`config.mk`:
```
export PLATFORM = sky130hd
export DESIGN_NAME = buck_mode_ctrl
export DESIGN_NICKNAME = d
export VERILOG_FILES = /design/src/rtl/buck_mode_pkg.sv /design/src/rtl/mode_run_counter.sv /design/src/rtl/mode_sequencer.sv /design/src/rtl/buck_mode_ctrl.sv
export SDC_FILE = /design/constraint.sdc
export NUM_CORES = 1
export LEC_CHECK = 0
export CAP_MARGIN = 40
export CORE_AREA = 5 5 42 44
export DETAILED_ROUTE_END_ITERATION = 10
export DIE_AREA = 0 0 47 49
export PLACE_DENSITY = 0.42
export SLEW_MARGIN = 20
export SYNTH_ARGS = -nofsm -noshare
export SYNTH_HDL_FRONTEND = slang
export SYNTH_HIERARCHICAL = 1
export SYNTH_SLANG_ARGS = --single-unit
```
`constraint.sdc`:
```
create_clock -name clk -period 1.79 [get_ports clk]
set_clock_uncertainty 0.2 [all_clocks]
set_input_delay 0.179 -clock clk [delete_from_list [all_inputs] [get_ports clk]]
set_output_delay 0.179 -clock clk [all_outputs]
set_load 0.02 [all_outputs]
```
`src/rtl/buck_mode_pkg.sv`:
```
package buck_mode_pkg;

  // Operating mode of the converter
  typedef enum logic {
    MODE_PWM  = 1'b0,
    MODE_HYST = 1'b1
  } opMode_e;

  // Strobes from the mode sequencer to the run counter
  typedef struct packed {
    logic countUp;
    logic countClear;
  } runStrobe_t;

endpackage

```
`src/rtl/mode_run_counter.sv`:
```
module mode_run_counter
  import buck_mode_pkg::*;
#(
  parameter int RUN_LEN = 8
) (
  input  logic                          clk,
  input  logic                          rstN,
  input  runStrobe_t                    strobes,
  output logic [$clog2(RUN_LEN)-1:0]    runCount,
  output logic                          runFull
);

  localparam int CNT_W = $clog2(RUN_LEN);
  localparam logic [CNT_W-1:0] LAST = CNT_W'(RUN_LEN - 1);

  // Length of the current run of samples favouring the other mode
  always_ff @(posedge clk or negedge rstN) begin
    if (!rstN) begin
      runCount <= '0;
    end else if (strobes.countClear) begin
      runCount <= '0;
    end else if (strobes.countUp && (runCount != LAST)) begin
      runCount <= runCount + 1'b1;
    end
  end

  // The next qualifying sample completes the run
  assign runFull = (runCount == LAST);

endmodule

```
`src/rtl/mode_sequencer.sv`:
```
module mode_sequencer
  import buck_mode_pkg::*;
(
  input  logic       clk,
  input  logic       rstN,
  input  logic       sampleStrobe,
  input  logic       phaseHigh,
  input  logic       underVolt,
  input  logic       runFull,
  output runStrobe_t strobes,
  output opMode_e    modeQ,
  output logic       offPulse
);

  logic    inPwm;
  logic    qualify;
  logic    breakRun;
  logic    uvExit;
  logic    runDone;
  opMode_e modeNext;
  logic    offNext;

  assign inPwm    = (modeQ == MODE_PWM);
  // A high sample favours hysteretic mode and a low sample favours PWM
  assign qualify  = sampleStrobe && (phaseHigh == inPwm);
  assign breakRun = sampleStrobe && (phaseHigh != inPwm);
  // An undervoltage exit is only possible from hysteretic mode
  assign uvExit   = !inPwm && underVolt;
  assign runDone  = qualify && runFull;

  always_comb begin
    modeNext = modeQ;
    offNext  = 1'b0;
    if (uvExit) begin
      modeNext = MODE_PWM;
    end else if (runDone) begin
      if (inPwm) begin
        modeNext = MODE_HYST;
        offNext  = 1'b1;
      end else begin
        modeNext = MODE_PWM;
      end
    end
  end

  always_comb begin
    strobes.countClear = uvExit || runDone || breakRun;
    strobes.countUp    = qualify && !runFull && !uvExit;
  end

  always_ff @(posedge clk or negedge rstN) begin
    if (!rstN) begin
      modeQ    <= MODE_PWM;
      offPulse <= 1'b0;
    end else begin
      modeQ    <= modeNext;
      offPulse <= offNext;
    end
  end

endmodule

```
`src/rtl/buck_mode_ctrl.sv`:
```
module buck_mode_ctrl
  import buck_mode_pkg::*;
#(
  parameter int RUN_LEN = 8
) (
  input  logic clk,
  input  logic rstN,
  input  logic sampleStrobe,
  input  logic phaseHigh,
  input  logic underVolt,
  output logic hystMode,
  output logic bothOff
);

  localparam int CNT_W = $clog2(RUN_LEN);

  runStrobe_t        strobes;
  logic [CNT_W-1:0]  runCount;
  logic              runFull;
  opMode_e           modeQ;

  mode_sequencer u_seq (
    .clk          (clk),
    .rstN         (rstN),
    .sampleStrobe (sampleStrobe),
    .phaseHigh    (phaseHigh),
    .underVolt    (underVolt),
    .runFull      (runFull),
    .strobes      (strobes),
    .modeQ        (modeQ),
    .offPulse     (bothOff)
  );

  mode_run_counter #(.RUN_LEN(RUN_LEN)) u_cnt (
    .clk      (clk),
    .rstN     (rstN),
    .strobes  (strobes),
    .runCount (runCount),
    .runFull  (runFull)
  );

  assign hystMode = (modeQ == MODE_HYST);

endmodule

```
After elaboration in Yosys (flattened, before gate mapping)
Cells that the tools add are included.

Bits in registers: 5. Bits of input ports: 5. Output and inout bits: 2. Word-level logic and storage cells: 29.

Add/sub/neg operators: 1. Equal/unequal tests: 4. Multiplexer cells: 7. Bitwise operators: 1. Reductions and logical operators: 13.

Operators with widths (count): 1-bit logical AND (7); 3-bit two-way mux (2); 1-bit two-way mux (5); 2-bit nonzero test (2); 3-bit by 1-bit adder with 3-bit output (second input constant) (1); 3-bit equality test (second input constant) (1); 3-bit inequality test (second input constant) (1); 1-bit logical NOT (2); 1-bit logical OR (2); 1-bit equality test (1); 1-bit inequality test (1); 1-bit NOT (1).

Depth between registers and ports, before layout
Gate-level depths: netlist of the first run.

Word-level depth: 8. Gate-level depth with buffers: 6. Depth with buffers taken out: 6.

Modules after synthesis
Netlist of the first run, hierarchy kept.

Modules (own cells, without submodules): mode_run_counter (instances 1, cells each 15, area each 183.9 µm², sequential area each 75.1 µm²); mode_sequencer (instances 1, cells each 14, area each 132.6 µm², sequential area each 50.0 µm²).

Worst setup path before layout of the first run
OpenSTA, ideal clock, no wires.

Path kind: reg-to-reg. Start point: register u_cnt.runCount[0]. End point: register u_cnt.runCount[0]. Setup time: 125 ps. Data arrival time: 1587 ps. Required time: 1465 ps. Path slack: -122 ps. Stages on the path, launching flop included: 7. Buffers on the path: 0. Clock period less this slack: 1912 ps. Path through: dfrtp_1 > ha_1 > ha_1 > nand2b_1 > a21oi_2 > nor2b_4 > mux2_4.

RTL lines: start, declared (line mode_run_counter.sv:9) `output logic [$clog2(RUN_LEN)-1:0] runCount,`; start signal, assigned (line mode_run_counter.sv:23) `runCount <= runCount + 1'b1;`.

==> results of run 1 <==
[final cells by class]
cell class	instances	area, µm²
clock buffer	4	26.28
timing repair buffer	16	137.6
tap	16	20.02
multi-input combinational	24	215.2
fill	145	875.8
sequential	5	126.4
[cell families after synthesis]
kind of cell	share of synthesized area, %
AND/OR/NAND/NOR	30.43
adder cells (fa/ha/maj)	7.904
multiplexers	4.742
AO/OA/AOI/OAI	17.39
flip-flops	39.53
[routing by layer]
layer / track usage [%] / share of wire, %
met1: 11.33 / 46
met2: 11.54 / 49
met3: 5.535 / 4.3
met4: 5.530 / 0
met5: 0 / 0
[sequential cells by signal, indices dropped and copies added (netlist names)]
name	count
u_cnt/runCount	3
u_seq/modeQ	1
u_seq/offPulse	1
[metrics by stage]
| step | util [%] | power, mW | TNS [ps] | instance area (µm²) |
|---|---|---|---|---|
| after global routing | 37.50 | 0.5240 | -107.4 | 525.5 |
| after floorplan | - | 0.2563 | 0 | 340.3 |
| after CTS | 37.41 | 0.4903 | -2.012 | 524.3 |
| final | 37.50 | 0.4772 | -3.118 | 525.5 |
| after global placement | 33.75 | 0.3244 | -174.9 | 473.0 |
| after detailed placement | 33.75 | 0.3313 | -215.6 | 473.0 |
[synth_stat cells]
library cell	count	area, µm²
nand2_1	1	3.750
o21bai_1	1	7.510
a22o_1	1	8.760
ha_1	2	25.02
o21ai_1	2	10.01
dfrtp_1	5	125.1
a211oi_1	1	7.510
a21oi_2	1	8.760
a21o_1	1	7.510
mux2_4	1	15.01
nor2_1	2	7.510
nor2b_4	1	13.76
nor2b_1	1	6.260
a21oi_1	1	5.000
nand4bb_1	2	22.52
and3b_1	1	8.760
nand2b_1	4	25.02
or3b_1	1	8.760
[power groups by stage]
stage          logic (mW)  registers, mW  clock network, mW
2_1_floorplan      0.0900          0.166                  0
6_report            0.183          0.161              0.133
5_1_grt             0.207          0.164              0.152
3_3_place_gp        0.161          0.163                  0
3_5_place_dp        0.168          0.163                  0
4_1_cts             0.186          0.161              0.143
[worst max-delay path by stage]
stage	to	slack [ps]	from
4_1_cts	u_cnt/runCount[0]$_DFFE_PN0P_	-2	u_cnt/runCount[0]$_DFFE_PN0P_
3_3_place_gp	u_cnt/runCount[0]$_DFFE_PN0P_	-140	underVolt
3_5_place_dp	u_cnt/runCount[0]$_DFFE_PN0P_	-160	underVolt
2_1_floorplan	u_cnt/runCount[0]$_DFFE_PN0P_	7	u_cnt/runCount[1]$_DFFE_PN0P_
6_report	u_cnt/runCount[0]$_DFFE_PN0P_	-3	u_cnt/runCount[0]$_DFFE_PN0P_
5_1_grt	u_cnt/runCount[0]$_DFFE_PN0P_	-50	u_cnt/runCount[0]$_DFFE_PN0P_
[what timing repair did]
| action | CTS | global route |
|---|---|---|
| hold buffers | 1 | 0 |
| gates resized for setup | 0 | 1 |
| buffers inserted | 2 | 0 |
| hold endpoints to repair | 5 | 0 |
| pin swaps | 1 | 0 |
| setup endpoints to repair | 1 | 3 |
==> flow_summary.yaml, run 1 <==
die:
  dieArea_mm2: 0.002303
  io_pins: 7
  die_w_um: 47
  core-area_mm2: 0.001401
  initial_core_util_pct: 22.59
  die_h_um: 49
  fp-row-count: 14
route:
  drt-vias-per-instance: 4.431
  drc: 0
  drt_iter0_drc: 1
  vias: 288
  drtPass1Iterations: 4
  ant_nets: 0
  drt-wirelength-per-cell_um: 11.20
  wl_um: 728
setup_path:
  r2r_cells: 6
  reg2reg_to: "u_cnt/runCount[0]$_DFFE_PN0P_"
  crit_fanout: 4
  reg2reg_slack_ps: -3
  path_depth: 6
  cp-start-kind: "flip-flop"
  crit_required_ps: 1710
  critPathTopFamily: "flip-flops"
  critPathKind: "reg2reg"
  worst-path-buf-inv: 0
  cp_cell_sequence: "ha_2 > ha_4 > nand2b_4 > a21oi_2 > nor2b_4 > mux2_4"
  crit_arrival_ps: 1710
  cp-end-kind: "flip-flop"
  r2r-start: "u_cnt/runCount[0]$_DFFE_PN0P_"
  max_stage_delay_ps: 380
  crit_slowest_cell: "dfrtp_1"
synthesis:
  syn_nets: 36
  ys_seq_area_share_pct: 39.53
  yosys_warnings: 6
  syn-cell-area_um2: 316.6
  ys_ff_latch: 5
  synthDistinctLibCells: 18
  syn_avg_cell_area_um2: 10.92
  syn_inst: 29
power_and_ir_drop:
  p_seq_share_pct: 33.8
  pwr-share-comb_pct: 38.3
  p_sw_share_pct: 28.24
  vdd_drop_max_mv: 0.4150
  p_int_uw: 342.4
  power_frac_clock_pct: 27.9
  power_density_mw_per_mm2: 908.0
  switching_power_uw: 134.7
  p_leak_nw: 0.2319
sta:
  holdWs_ps: 299.3
  fin_crit_ps: 1793
  grt_setup_unrepaired: "true"
  clock.fmax_ghz: 0.5577
  finalCritPeriodShare_pct: 100.2
  setup_viol: 1
  tightestPinTransition_ps: 250.1
  setup_slack_ps: -3.118
  slew_violations: 0
  hold_violations: 0
  max_slew_margin_pct: 83.27
final_layout:
  layout_commonest_cell: "buf_4"
  n_antenna_cell: 0
  drive_gt1_share_pct: 40.82
  layout.cells.non_filler: 65
  area_growth_pct: 66.01
  layout_common_cells: "buf_4, clkdlybuf4s50_1, dfrtp_1, clkbuf_4, nand2b_1"
  fin_nets: 57
clock_network:
  clkLatencyLatePin_ps: 250
  clkTransAtPathRegs_ps: 50
  cts_root_buf: "clkbuf_4"
  tritoncts: "built"
  cts_buffers: 3
  cts_max_level: 1
  cts.sink_count: 5
  clockBufferDepth: 2
global_routing:
  grt_pass1_wl_um: 1421
  grt_pass1_vias: 313
  grt_max_degree: 7
  track_usage_pct: 9.117
  antenna_found_initial: 0
  grt_overflow: 0
place:
  hpwlAfterDp_um: 548.5
  place_ws_ps: -159.3
  gp_congestion: 0.7718
  io_buffer_count: 6
  post-place-cells: 58
hold_path:
  min_from: "u_seq/modeQ$_DFFE_PN0P_"
  holdPathStages: 1
  hold_class: "reg2reg"
  holdPathEnd: "u_seq/modeQ$_DFFE_PN0P_"
status:
  status: "finished with violations"
  violations: "negative setup slack"
job:
  drv_cap: 0
Power figures use the tool's default switching activity.
==> run 2, diff against run 1 <==
PLACE_DENSITY = 0.54   (was 0.42)
==> run 2 against run 1 <==
  * The flow still finishes with violations (negative setup slack)
  * Global-route usage increased by 0.78 points
  * Fmax decreased by 0.34%
  * Register-to-register slack about the same
  * Sequential share of layout area decreased by 0.34 points
  * First-iteration DRC count increased by 100%
  * Flip-flop and latch count unchanged
  * Total power increased by 4.1%
  * Die area unchanged
  * Setup slack got worse by 6.2 ps
  * Critical endpoint unchanged
==> flow_summary.yaml, run 2 (synthesis results as in run 1) <==
sta:
  setup_slack_ps: -9.274
  slew_violations: 0
  hold_violations: 0
  grt_setup_unrepaired: "true"
  clock.fmax_ghz: 0.5558
  finalCritPeriodShare_pct: 100.5
  tightestPinTransition_ps: 251.6
  setup_viol: 1
  fin_setup_tns_ps: -9.274
  holdWs_ps: 352.9
  fin_crit_ps: 1799
  max_slew_margin_pct: 83.17
setup_path:
  cp-endpoint: "u_cnt/runCount[0]$_DFFE_PN0P_"
  crit_required_ps: 1710
  max_stage_delay_ps: 380
  critPathKind: "reg2reg"
  reg2reg_to: "u_cnt/runCount[0]$_DFFE_PN0P_"
  r2r_cells: 6
  crit_arrival_ps: 1720
  cp_cell_sequence: "ha_2 > ha_4 > nand2b_4 > a21oi_4 > nor2b_4 > mux2_4"
  reg2reg_slack_ps: -9
  cp-start-kind: "flip-flop"
  cp-end-kind: "flip-flop"
  startpoint: "u_cnt/runCount[1]$_DFFE_PN0P_"
  crit_fanout: 4
  crit_slowest_cell: "dfrtp_1"
  r2r-start: "u_cnt/runCount[1]$_DFFE_PN0P_"
final_layout:
  drive_gt1_share_pct: 40.82
  layout_common_cells: "buf_4, clkdlybuf4s50_1, dfrtp_1, clkbuf_4, nand2b_1"
  fin_nets: 57
  largest_register: "u_cnt/runCount"
  largest_register_ffs: 3
  n_antenna_cell: 0
  area_growth_pct: 68.38
  layout_commonest_cell: "buf_4"
  largestRegisters: "u_cnt/runCount (3), u_seq/modeQ (1), u_seq/offPulse (1)"
die:
  core-area_mm2: 0.001401
  fp-row-count: 14
  dieArea_mm2: 0.002303
  initial_core_util_pct: 22.59
  die_h_um: 49
  die_w_um: 47
  io_pins: 7
route:
  drt_iter0_drc: 2
  vias: 301
  ant_nets: 0
  drt-vias-per-instance: 4.631
  wl_um: 889
  drt-wirelength-per-cell_um: 13.68
  drc: 0
  drtPass1Iterations: 3
global_routing:
  grt_pass1_vias: 344
  antenna_found_initial: 0
  grt_max_degree: 7
  grt_pass1_wl_um: 1538
  track_usage_pct: 9.894
  grt_overflow: 0
hold_path:
  hold_class: "reg2reg"
job:
  drv_cap: 0
place:
  hpwlAfterDp_um: 622.3
  io_buffer_count: 6
  gp_congestion: 0.7432
clock_network:
  cts_buffers: 3
  clkLatencyLatePin_ps: 250
  tritoncts: "built"
  cts_max_level: 1
  cts_root_buf: "clkbuf_4"
  cts.sink_count: 5
  clkTransAtPathRegs_ps: 40
  clockBufferDepth: 2
status:
  status: "finished with violations"
  violations: "negative setup slack"
power_and_ir_drop:
  p_leak_nw: 0.2332
  power_density_mw_per_mm2: 932.4
  vdd_drop_max_mv: 0.5423
## run 2: cell count changes in the layout (fill, tap and decap cells not counted)
cell	delta
a21oi_2	-1
a21oi_4	+1
## run 2: critical path: cells and delay by family, from the launching register on
kind / cells / cell delay [ps]
AO/OA/AOI/OAI: 1 / 120
adder cells (fa/ha/maj): 2 / 370
flip-flops: 1 / 380
multiplexers: 1 / 300
AND/OR/NAND/NOR: 2 / 310
## run 2: cell type report
class | instances | area, µm²
multi-input cells | 24 | 222.7
repair buffers | 16 | 137.6
clock buffers | 4 | 26.28
fillers | 147 | 868.3
flip-flops and latches | 5 | 126.4
well taps | 16 | 20.02
## run 2: worst min path at each step
stage | from | end | slack, ps | cells after the start
2_1_floorplan | rstN | u_cnt/runCount[0]$_DFFE_PN0P_ | -320 | 0
3_3_place_gp | rstN | u_cnt/runCount[0]$_DFFE_PN0P_ | 210 | 1
6_report | u_cnt/runCount[1]$_DFFE_PN0P_ | u_cnt/runCount[1]$_DFFE_PN0P_ | 350 | 2
4_1_cts | u_cnt/runCount[1]$_DFFE_PN0P_ | u_cnt/runCount[1]$_DFFE_PN0P_ | 350 | 2
5_1_grt | u_cnt/runCount[2]$_DFFE_PN0P_ | u_cnt/runCount[2]$_DFFE_PN0P_ | 410 | 2
3_5_place_dp | rstN | u_cnt/runCount[1]$_DFFE_PN0P_ | 220 | 1
## run 2: repair_timing
| item | 4_1_cts | 5_1_grt |
|---|---|---|
| buffers inserted | 2 | 1 |
| hold endpoints to repair | 5 | 0 |
| endpoints found under the setup margin | 3 | 3 |
| pin swaps | 0 | 1 |
| gates resized for setup | 2 | 0 |
| hold buffers | 1 | 0 |
## run 2: through the flow
step                      util [%]  area, µm²  worst slack, ps  total power, mW  instances
after floorplan                  -      340.3            7.229           0.2563         29
after global placement       33.21      465.4           -155.8           0.3163         57
after detailed placement     33.21      465.4           -196.6           0.3407         57
after CTS                    37.50      525.5           -26.09           0.4895         64
after global routing         38.04      533.0           -54.36           0.5412         65
final                        38.04      533.0           -9.274           0.4970         65
## run 2: per-layer routing
metal | share of wire [%] | track usage (%)
met1 | 35 | 9.111
met2 | 58 | 17.65
met3 | 3.6 | 2.214
met4 | 2.9 | 6.912
met5 | 0 | 0
## run 2: power by group
part           internal [mW]  leakage (nW)  total [mW]  switching, mW
clock network         0.0844        0.0150       0.133         0.0490
registers              0.141        0.0662       0.160         0.0192
logic                  0.122         0.152       0.203         0.0813
total                  0.347         0.233       0.497          0.149
